--- src/rtl/lm_pkg.sv ---
package lm_pkg;

  // strobes from the control half to the datapath half
  typedef struct packed {
    logic countEn;   // a window is running this cycle
    logic winClose;  // this is the last cycle of the window
    logic flush;     // block disabled: zero counters, drop work
  } lmStrobeT;

  typedef enum logic [1:0] {
    ADDR_CTRL = 2'd0,
    ADDR_WIN  = 2'd1,
    ADDR_HI   = 2'd2,
    ADDR_LO   = 2'd3
  } lmAddrE;

  localparam int unsigned LOAD_SCALE = 1000;
  localparam int unsigned LOAD_W     = 10;

endpackage

--- src/rtl/lm_ctrl.sv ---
module lm_ctrl
  import lm_pkg::*;
#(
  parameter int unsigned CNT_W   = 16,
  parameter int unsigned MIN_WIN = 27,
  parameter int unsigned WIN_RST = 1000,
  parameter int unsigned HI_RST  = 900,
  parameter int unsigned LO_RST  = 100
) (
  input  logic              clk,
  input  logic              rst_n,
  input  logic              cfgWe,
  input  logic [1:0]        cfgAddr,
  input  logic [CNT_W-1:0]  cfgWdata,
  output lmStrobeT          ctl,
  output logic [CNT_W-1:0]  winAct,
  output logic [LOAD_W-1:0] hiAct,
  output logic [LOAD_W-1:0] loAct
);

  localparam logic [CNT_W-1:0]  minWinV = CNT_W'(MIN_WIN);
  localparam logic [CNT_W-1:0]  winRstV = (WIN_RST < MIN_WIN) ? CNT_W'(MIN_WIN) : CNT_W'(WIN_RST);
  localparam logic [CNT_W-1:0]  oneV    = CNT_W'(1);
  localparam logic [LOAD_W-1:0] hiRstV  = LOAD_W'(HI_RST);
  localparam logic [LOAD_W-1:0] loRstV  = LOAD_W'(LO_RST);

  logic              enReg;
  logic [CNT_W-1:0]  winCfg;
  logic [LOAD_W-1:0] hiCfg;
  logic [LOAD_W-1:0] loCfg;
  logic [CNT_W-1:0]  cycCnt;
  logic [CNT_W-1:0]  winClamp;
  logic              lastCyc;
  logic              reload;

  // programmed settings
  always_ff @(posedge clk or negedge rst_n) begin
    if (!rst_n) begin
      enReg  <= 1'b0;
      winCfg <= winRstV;
      hiCfg  <= hiRstV;
      loCfg  <= loRstV;
    end else if (cfgWe) begin
      case (lmAddrE'(cfgAddr))
        ADDR_CTRL: enReg  <= cfgWdata[0];
        ADDR_WIN:  winCfg <= cfgWdata;
        ADDR_HI:   hiCfg  <= cfgWdata[LOAD_W-1:0];
        ADDR_LO:   loCfg  <= cfgWdata[LOAD_W-1:0];
        default:   ;
      endcase
    end
  end

  assign winClamp = (winCfg < minWinV) ? minWinV : winCfg;
  assign lastCyc  = (cycCnt == winAct - oneV);
  assign reload   = !enReg || lastCyc;

  // window position and the settings frozen for the running window
  always_ff @(posedge clk or negedge rst_n) begin
    if (!rst_n) begin
      cycCnt <= '0;
      winAct <= winRstV;
      hiAct  <= hiRstV;
      loAct  <= loRstV;
    end else if (reload) begin
      cycCnt <= '0;
      winAct <= winClamp;
      hiAct  <= hiCfg;
      loAct  <= loCfg;
    end else begin
      cycCnt <= cycCnt + oneV;
    end
  end

  assign ctl.countEn  = enReg;
  assign ctl.winClose = enReg && lastCyc;
  assign ctl.flush    = !enReg;

  // the window position never reaches the window length
  assert_cycle_in_window_R3: assert property (@(posedge clk) disable iff (!rst_n)
    enReg |-> (cycCnt < winAct));

  // settings stay frozen for the whole of a running window
  assert_settings_frozen_R7: assert property (@(posedge clk) disable iff (!rst_n)
    (enReg && $past(enReg) && cycCnt != '0) |->
      ($stable(hiAct) && $stable(loAct) && $stable(winAct)));

endmodule

--- src/rtl/lm_div.sv ---
module lm_div #(
  parameter int unsigned NUM_W = 26,
  parameter int unsigned DEN_W = 16
) (
  input  logic             clk,
  input  logic             rst_n,
  input  logic             start,
  input  logic             abort,
  input  logic [NUM_W-1:0] numIn,
  input  logic [DEN_W-1:0] denIn,
  output logic             finishing,
  output logic [NUM_W-1:0] quotNext
);

  localparam int unsigned SW = $clog2(NUM_W + 1);
  localparam logic [SW-1:0] stepsV = SW'(NUM_W);
  localparam logic [SW-1:0] oneV   = SW'(1);

  logic             running;
  logic [SW-1:0]    stepCnt;
  logic [NUM_W-1:0] numSh;
  logic [DEN_W-1:0] rem;
  logic [DEN_W-1:0] den;
  logic [DEN_W:0]   remTry;
  logic [DEN_W:0]   remSub;
  logic             fits;

  // one restoring step: quotient bits shift in where numerator bits leave
  assign remTry    = {rem, numSh[NUM_W-1]};
  assign fits      = remTry >= {1'b0, den};
  assign remSub    = remTry - {1'b0, den};
  assign quotNext  = {numSh[NUM_W-2:0], fits};
  assign finishing = running && !abort && (stepCnt == oneV);

  always_ff @(posedge clk or negedge rst_n) begin
    if (!rst_n) begin
      running <= 1'b0;
      stepCnt <= '0;
      numSh   <= '0;
      rem     <= '0;
      den     <= '0;
    end else if (abort) begin
      running <= 1'b0;
    end else if (start) begin
      running <= 1'b1;
      stepCnt <= stepsV;
      numSh   <= numIn;
      rem     <= '0;
      den     <= denIn;
    end else if (running) begin
      numSh   <= quotNext;
      rem     <= fits ? remSub[DEN_W-1:0] : remTry[DEN_W-1:0];
      stepCnt <= stepCnt - oneV;
      if (stepCnt == oneV) running <= 1'b0;
    end
  end

  // the minimum window keeps a new start away from a running division
  assert_start_when_idle_R3: assert property (@(posedge clk) disable iff (!rst_n)
    (start && !abort) |-> !running);

endmodule

--- src/rtl/lm_datapath.sv ---
module lm_datapath
  import lm_pkg::*;
#(
  parameter int unsigned CNT_W = 16
) (
  input  logic              clk,
  input  logic              rst_n,
  input  logic              busyIn,
  input  lmStrobeT          ctl,
  input  logic [CNT_W-1:0]  winAct,
  input  logic [LOAD_W-1:0] hiAct,
  input  logic [LOAD_W-1:0] loAct,
  input  logic              irqClr,
  output logic [LOAD_W-1:0] loadOut,
  output logic              loadValid,
  output logic              hiTrip,
  output logic              loTrip
);

  localparam int unsigned NUM_W = CNT_W + LOAD_W;

  logic [CNT_W-1:0]  busyCnt;
  logic [CNT_W-1:0]  busyTot;
  logic [NUM_W-1:0]  scaledBusy;
  logic [LOAD_W-1:0] hiSnap;
  logic [LOAD_W-1:0] loSnap;
  logic              divFinishing;
  logic [NUM_W-1:0]  quotNext;
  logic              hiHit;
  logic              loHit;

  assign busyTot    = busyCnt + {{(CNT_W-1){1'b0}}, busyIn};
  assign scaledBusy = NUM_W'(busyTot) * NUM_W'(LOAD_SCALE);

  always_ff @(posedge clk or negedge rst_n) begin
    if (!rst_n) begin
      busyCnt <= '0;
      hiSnap  <= '0;
      loSnap  <= '0;
    end else if (ctl.flush) begin
      busyCnt <= '0;
    end else if (ctl.winClose) begin
      busyCnt <= '0;
      hiSnap  <= hiAct;
      loSnap  <= loAct;
    end else if (ctl.countEn) begin
      busyCnt <= busyTot;
    end
  end

  lm_div #(
    .NUM_W (NUM_W),
    .DEN_W (CNT_W)
  ) uDiv (
    .clk       (clk),
    .rst_n     (rst_n),
    .start     (ctl.winClose),
    .abort     (ctl.flush),
    .numIn     (scaledBusy),
    .denIn     (winAct),
    .finishing (divFinishing),
    .quotNext  (quotNext)
  );

  assign hiHit = divFinishing && (quotNext > NUM_W'(hiSnap));
  assign loHit = divFinishing && (quotNext < NUM_W'(loSnap));

  always_ff @(posedge clk or negedge rst_n) begin
    if (!rst_n) begin
      loadOut   <= '0;
      loadValid <= 1'b0;
      hiTrip    <= 1'b0;
      loTrip    <= 1'b0;
    end else begin
      loadValid <= divFinishing;
      if (divFinishing) loadOut <= quotNext[LOAD_W-1:0];
      hiTrip <= (hiTrip && !irqClr) || hiHit;
      loTrip <= (loTrip && !irqClr) || loHit;
    end
  end

  assert_single_strobe_R4: assert property (@(posedge clk) disable iff (!rst_n)
    loadValid |=> !loadValid);

  assert_load_bound_R4: assert property (@(posedge clk) disable iff (!rst_n)
    loadValid |-> (loadOut <= LOAD_W'(LOAD_SCALE)));

  assert_hi_with_strobe_R5: assert property (@(posedge clk) disable iff (!rst_n)
    $rose(hiTrip) |-> loadValid);

  assert_lo_with_strobe_R5: assert property (@(posedge clk) disable iff (!rst_n)
    $rose(loTrip) |-> loadValid);

  assert_hi_sticky_R6: assert property (@(posedge clk) disable iff (!rst_n)
    (hiTrip && !irqClr) |=> hiTrip);

  assert_lo_sticky_R6: assert property (@(posedge clk) disable iff (!rst_n)
    (loTrip && !irqClr) |=> loTrip);

  assert_no_strobe_off_R8: assert property (@(posedge clk) disable iff (!rst_n)
    ctl.flush |=> !loadValid);

endmodule

--- src/rtl/load_monitor.sv ---
module load_monitor
  import lm_pkg::*;
#(
  parameter int unsigned CNT_W   = 16,
  parameter int unsigned WIN_RST = 1000,
  parameter int unsigned HI_RST  = 900,
  parameter int unsigned LO_RST  = 100
) (
  input  logic              clk,
  input  logic              rst_n,
  input  logic              busyIn,
  input  logic              cfgWe,
  input  logic [1:0]        cfgAddr,
  input  logic [CNT_W-1:0]  cfgWdata,
  input  logic              irqClr,
  output logic [LOAD_W-1:0] loadOut,
  output logic              loadValid,
  output logic              hiTrip,
  output logic              loTrip,
  output logic              irq
);

  localparam int unsigned NUM_W   = CNT_W + LOAD_W;
  localparam int unsigned MIN_WIN = NUM_W + 1;

  lmStrobeT          ctl;
  logic [CNT_W-1:0]  winAct;
  logic [LOAD_W-1:0] hiAct;
  logic [LOAD_W-1:0] loAct;

  lm_ctrl #(
    .CNT_W   (CNT_W),
    .MIN_WIN (MIN_WIN),
    .WIN_RST (WIN_RST),
    .HI_RST  (HI_RST),
    .LO_RST  (LO_RST)
  ) uCtrl (
    .clk      (clk),
    .rst_n    (rst_n),
    .cfgWe    (cfgWe),
    .cfgAddr  (cfgAddr),
    .cfgWdata (cfgWdata),
    .ctl      (ctl),
    .winAct   (winAct),
    .hiAct    (hiAct),
    .loAct    (loAct)
  );

  lm_datapath #(
    .CNT_W (CNT_W)
  ) uData (
    .clk       (clk),
    .rst_n     (rst_n),
    .busyIn    (busyIn),
    .ctl       (ctl),
    .winAct    (winAct),
    .hiAct     (hiAct),
    .loAct     (loAct),
    .irqClr    (irqClr),
    .loadOut   (loadOut),
    .loadValid (loadValid),
    .hiTrip    (hiTrip),
    .loTrip    (loTrip)
  );

  assign irq = hiTrip || loTrip;

endmodule

--- config.mk ---
export PLATFORM = sky130hd
export DESIGN_NAME = load_monitor
export DESIGN_NICKNAME = d
export VERILOG_FILES = /design/src/rtl/lm_pkg.sv /design/src/rtl/lm_ctrl.sv /design/src/rtl/lm_div.sv /design/src/rtl/lm_datapath.sv /design/src/rtl/load_monitor.sv
export SDC_FILE = /design/constraint.sdc
export NUM_CORES = 1
export LEC_CHECK = 0
export CORE_MARGIN = 1
export CORE_UTILIZATION = 55
export DETAILED_ROUTE_END_ITERATION = 10
export PLACE_DENSITY = 0.72
export SLEW_MARGIN = 10
export SYNTH_ARGS = -nofsm -noshare
export SYNTH_HDL_FRONTEND = slang
export SYNTH_SLANG_ARGS = --single-unit
export TNS_END_PERCENT = 10
--- constraint.sdc ---
create_clock -name clk -period 6.5 [get_ports clk]
set_input_delay 0.65 -clock clk [delete_from_list [all_inputs] [get_ports clk]]
set_output_delay 0.65 -clock clk [all_outputs]
set_load 0.01 [all_outputs]
Yosys cells after proc, flatten, opt, wreduce, memory -nomap -nowiden
Cells that the tools add are included.

Bits of input ports: 23. Bits in registers: 202.

$mul: 1. Equality and inequality tests: 5. Order comparisons: 4. Muxes and demuxes: 15. Reduce and logical (&&, ||, !) cells: 21. $add $sub $neg: 5.

Operator list (number): 16-bit two-way mux (7); 26-bit two-way mux (2); 26-bit by 10-bit > comparator with 1-bit output (1); 26-bit by 10-bit < comparator with 1-bit output (1); 16-bit by 7-bit multiplier with 23-bit output, second input constant (1); 17-bit by 16-bit greater-or-equal comparator with 1-bit output (1); 16-bit by 1-bit adder with 16-bit output (1); 16-bit by 1-bit adder with 16-bit output, second input constant (1); 16-bit == test (1); 16-bit by 5-bit < comparator with 1-bit output, second input constant (1); 16-bit by 1-bit subtractor with 16-bit output, second input constant (1); 16-bit subtractor (1); 2-bit AND reduction (6); 5-bit two-way mux (2); 1-bit logical AND (7); 5-bit by 1-bit == test with 1-bit output, second input constant (1); 5-bit by 1-bit subtractor with 5-bit output, second input constant (1); 2-bit == test, second input constant (2); 1-bit logical OR (4); 1-bit two-way mux (4); 2-bit by 1-bit == test with 1-bit output, second input constant (1); 1-bit logical NOT (2); 2-bit logical NOT (1); 2-bit nonzero test (1).

Logic depth before layout (Yosys ltp)
Depth in word-level cells: 5. Mapped depth: 24.

By module
From an unflattened synthesis, not the netlist that was laid out.

Cells, all modules: 1406. Area total of the unflattened synthesis: 13920.9 um^2.

Modules (own cells, without submodules): lm_datapath (area an instance 5674.2 um^2, cells each 622, instances 1); lm_ctrl (area an instance 4264.1 um^2, cells each 321, instances 1); lm_div (area an instance 3976.3 um^2, cells each 462, instances 1); load_monitor (area an instance 6.3 um^2, cells each 1, instances 1).

Worst setup path before layout
OpenSTA, ideal clock, no wires.

Path type: input-to-reg. From: input busyIn. To: register uData.uDiv.numSh[24]. Required time: 6.375 ns. Cell stages on the path: 20. Setup slack: 1.079 ns. Library setup time: 0.125 ns. Arrival: 5.296 ns. Cell sequence: ha_1 nand2_1 nor2_1 xnor2_1 xnor2_1 inv_1 ha_1 inv_1 fa_1 fa_1 fa_1 inv_1 ha_1 a21o_1 a211oi_1 o21ai_0 a21oi_1 o21ai_0 xnor2_1 a21oi_1.

Word-level cells in the longest chain between the ends: 3.

RTL lines: start: declaration (RTL line load_monitor.sv:11) `input logic busyIn,`; 16-bit by 1-bit adder with 16-bit output (RTL line lm_datapath.sv:32) `assign busyTot = busyCnt + {{(CNT_W-1){1'b0}}, busyIn};`; 16-bit by 7-bit multiplier with 23-bit output (RTL line lm_datapath.sv:33) `assign scaledBusy = NUM_W'(busyTot) * NUM_W'(LOAD_SCALE);`; 26-bit two-way mux (RTL line lm_div.sv:44) `end else if (start) begin`; end signal: assignment (RTL line lm_div.sv:47) `numSh <= numIn;`; end signal: assignment (RTL line lm_div.sv:51) `numSh <= quotNext;`; end: declaration (RTL line lm_div.sv:21) `logic [NUM_W-1:0] numSh;`.

No other way between the ends. A chain may end at the register's enable or synchronous reset.

Worst setup path after layout
From: input busyIn. To: register uData.uDiv.numSh[23].

Same word-level chain as after synthesis.

==> key figures <==
Finish
  – Finished Layout Cells: 1,561
  – Ant diodes: 0
  – Commonest non-fill, non-tap cell in the layout: dfrtp_1
  – Proportion of layout cells with a drive suffix above 1: 13.2%
  – Final Util: 63.4%
  – Synth-to-Final Area Change: 11.4%
  – Fill count: 1,767
  – Final net count: 1,421
  – Leading cell types in the layout, fill and taps excluded: dfrtp_1 (176), inv_1 (122), nand2_1 (117)

Hold path
  – Min-Delay Path Class: in2async

Yosys
  – Syn avg cell area: 10.3 sq um
  – Synth warn: 0
  – #FFs+latches synth: 202
  – Asr flop ratio synth: 100%
  – Seq/Total Area, Yosys: 40.5%
  – Synth unique cells: 69
  – Synth Cell Area: 12,600 sq um
  – Post-synth net total: 1,375
  – Primary FF master, synth: dfrtp_1
  – Cells after Synth: 1,217
  – Post-synth EDFFs: 0

Drt
  – Routed wire per std cell: 16.6 microns
  – Initial DRC Count: 592
  – DR DRC count: 0
  – Detailed-route via count: 8,799
  – Via density: 5.64
  – Antenna Violating Nets Remaining: 0
  – Final wirelength: 25.9 mm
  – First-pass DRT Iterations: 5

Power and ir drop
  – Maximum vdd drop: 0.000214 V
  – LEAKAGE: 6.40 nW
  – Pwr dens: about 260 nW/um^2

Setup path
  – Critical-path maximum fanout: 5
  – Crit Path Category: in2reg
  – Cells on worst reg2reg path: 22
  – CP required: 6.86 ns
  – Arr. time, crit path: a little over 6 ns
  – Crit end category: flop
  – Crit start category: input pin
  – R2R Setup Slk: 0.93 ns

Die
  – Core Region: 22,100 sq um
  – Die height: roughly 150 microns
  – Ports: 37
  – Die Wd: 153 microns
  – Starting Density: 56.9%
  – # rows: 54
  – Die ar.: 23,500 sq um

Clock tree
  – Hold_buf cts: 0
  – CTS root buffer: clkbuf_16
  – Clk sinks: 202
  – Bufs on Longest Clock Path: 3
  – CTS H-tree depth: 1
  – CTS tree: done
  – Setup Buffers After CTS: 0
  – Total CTS buffers: 24
  – Reg clk slew, reported paths: around 0.060 ns
  – Clock latency on the worst-skew pair: 0.52 ns
  – Post_cts resized: 0

Flow run
  – Max-Cap Viols: 0

Timing
  – Fmax achieved: 171 MHz
  – Setup_tns: 0 ns
  – # setup viols final: 0
  – RSZ-0062 raised after global routing: no
  – Final Hold Viols: 0
  – Slew Limit Fails: 0
  – Worst-margin pin slew: around 1.2 ns
  – Worst slew margin: 22.8%
  – Tcrit/Tclk final: about nine tenths
  – Minimum clock period: 5.84 ns
  – Final worst-path setup slack: 0.661 ns
  – Clock Skew: 0.0204 ns

Placement
  – Post-Place Worst Slack: ~0.13 ns
  – Port bufs: 36
  – DPL Wire Length: 19.0 mm
  – Placed cells: 1,517
  – GPL Wtd Cong: 0.856

GRT
  – Antenna violations before repair: 0
  – First-pass GRT wire length: 44.9 mm
  – GR Util All Layers: 23.7%
  – Number of global-route vias before repair: between 8,000 and 9,000
  – Grt ovf: 0
  – Pin count of the biggest net entering global routing: 151

Run status
  – Status: complete, no violations
-- where the power goes --
group          leakage (nW)  switching (mW)  internal [mW]
clock network         0.399           0.543          0.827
registers              2.52           0.152           1.43
logic                  3.47           0.337          0.339
total                  6.40            1.03           2.60
-- path summary, 6_finish.rpt --
path	from	end
hold reg to reg	uData.loadOut[6]	uData.loadOut[6]
max in group asynchronous	rst_n	uData.loSnap[5]
min in group clk	uData.loadOut[6]	uData.loadOut[6]
setup reg to reg	uData.busyCnt[0]	uData.uDiv.numSh[23]
hold / removal	rst_n	uData.busyCnt[1]
setup / recovery	busyIn	uData.uDiv.numSh[23]
-- kinds of logic (layout without fill, tap and decap cells) --
kind of cell               Yosys count  after routing  share of synthesized area, %
and+or+nand+nor                    322            322                          12.0
muxes                               83             83                          7.89
DFF                                202            202                          40.5
adders and majority gates          138            138                          16.5
AOI/OAI and AO/OA                  215            215                          10.4
xor gates and xnor gates           100            100                          6.97
buffers and inverters              157            221                          5.71
-- synth_stat cells (all sizes together), types with 2 or more instances --
library cell | count | area (sq um)
dfrtp | 176 | 4400
o211ai | 4 | 30.0
mux2i | 15 | 150
mux2 | 68 | 841
clkbuf | 12 | 45.0
o21bai | 3 | 22.5
ha | 88 | 1100
xor2 | 39 | 342
o21a | 9 | 67.6
nor3b | 2 | 15.0
o22ai | 20 | 125
a32oi | 3 | 26.3
a22o | 5 | 43.8
nand4 | 11 | 68.8
a22oi | 6 | 45.0
nand2b | 7 | 43.8
buf | 23 | 214
a21boi | 2 | 15.0
nand2 | 120 | 477
a31oi | 5 | 31.3
xnor2 | 61 | 534
nor2b | 10 | 62.6
nor2 | 85 | 324
fa | 47 | 941
o31ai | 5 | 37.5
a211o | 3 | 26.3
nand3 | 30 | 155
or3 | 4 | 25.0
nor3 | 14 | 70.1
dfstp | 26 | 683
inv | 122 | 458
a21o | 12 | 90.1
and3 | 7 | 45.1
nor4b | 2 | 17.5
nand3b | 3 | 22.5
or4 | 4 | 30.0
o21ai | 69 | 345
a21oi | 54 | 274
a211oi | 5 | 37.5
maj3 | 3 | 30.0
or2 | 9 | 58.8
nor4 | 11 | 68.8
-- layer usage --
| layer | part of all wire, % | vias to the layer above | global-route usage, % |
|---|---|---|---|
| li1 | - | 4254 | - |
| met4 | 2.0 | 0 | 6.25 |
| met1 | 48 | 4319 | 35.3 |
| met2 | 46 | 191 | 36.7 |
| met5 | 0 | - | 0 |
| met3 | 4.2 | 35 | 2.92 |
-- flip-flops by register name (all words and copies together) (netlist names), 16 cells and up --
register,count
uCtrl.winAct,16
uData.busyCnt,16
uCtrl.cycCnt,16
uCtrl.winCfg,16
uData.uDiv.den,16
uData.uDiv.numSh,26
uData.uDiv.rem,16
-- per-stage QoR --
step | hold slack (ns) | total power [mW] | cell area (sq um)
3_3_place_gp | 0.453 | 2.26 | 13200
3_5_place_dp | 0.461 | 2.28 | 13200
2_1_floorplan | 0.354 | 2.09 | 12600
5_1_grt | 0.111 | 3.82 | 14000
6_report | 0.0879 | 3.63 | 14000
4_1_cts | 0.0877 | 3.67 | 14000
-- cell type report --
| class | instances | area, sq um | area share [%] |
|---|---|---|---|
| Tap cell | 280 | 350 | 2.50 |
| Sequential cell | 202 | 5090 | 36.3 |
| Multi-Input combinational cell | 858 | 6760 | 48.3 |
| Clock inverter | 16 | 185 | 1.32 |
| Timing Repair Buffer | 55 | 519 | 3.71 |
| Clock buffer | 28 | 636 | 4.54 |
| Inverter | 122 | 458 | 3.27 |
-- critical path, cell delays in order --
cell	delay [ns]
clkdlybuf4s50_1	0.49
ha_1	0.21
nand3_1	0.13
nor2_1	0.24
inv_1	0.10
nor2_1	0.18
xnor2_1	0.24
inv_1	0.23
ha_1	0.33
inv_1	0.05
fa_1	0.59
fa_1	0.46
fa_1	0.51
inv_1	0.04
ha_1	0.36
or3_1	0.37
o211ai_1	0.09
o31ai_1	0.14
a21o_1	0.20
a21oi_1	0.26
nor3_1	0.08
a31oi_1	0.14
a31oi_1	0.10
(Power assumes the default switching activity.)
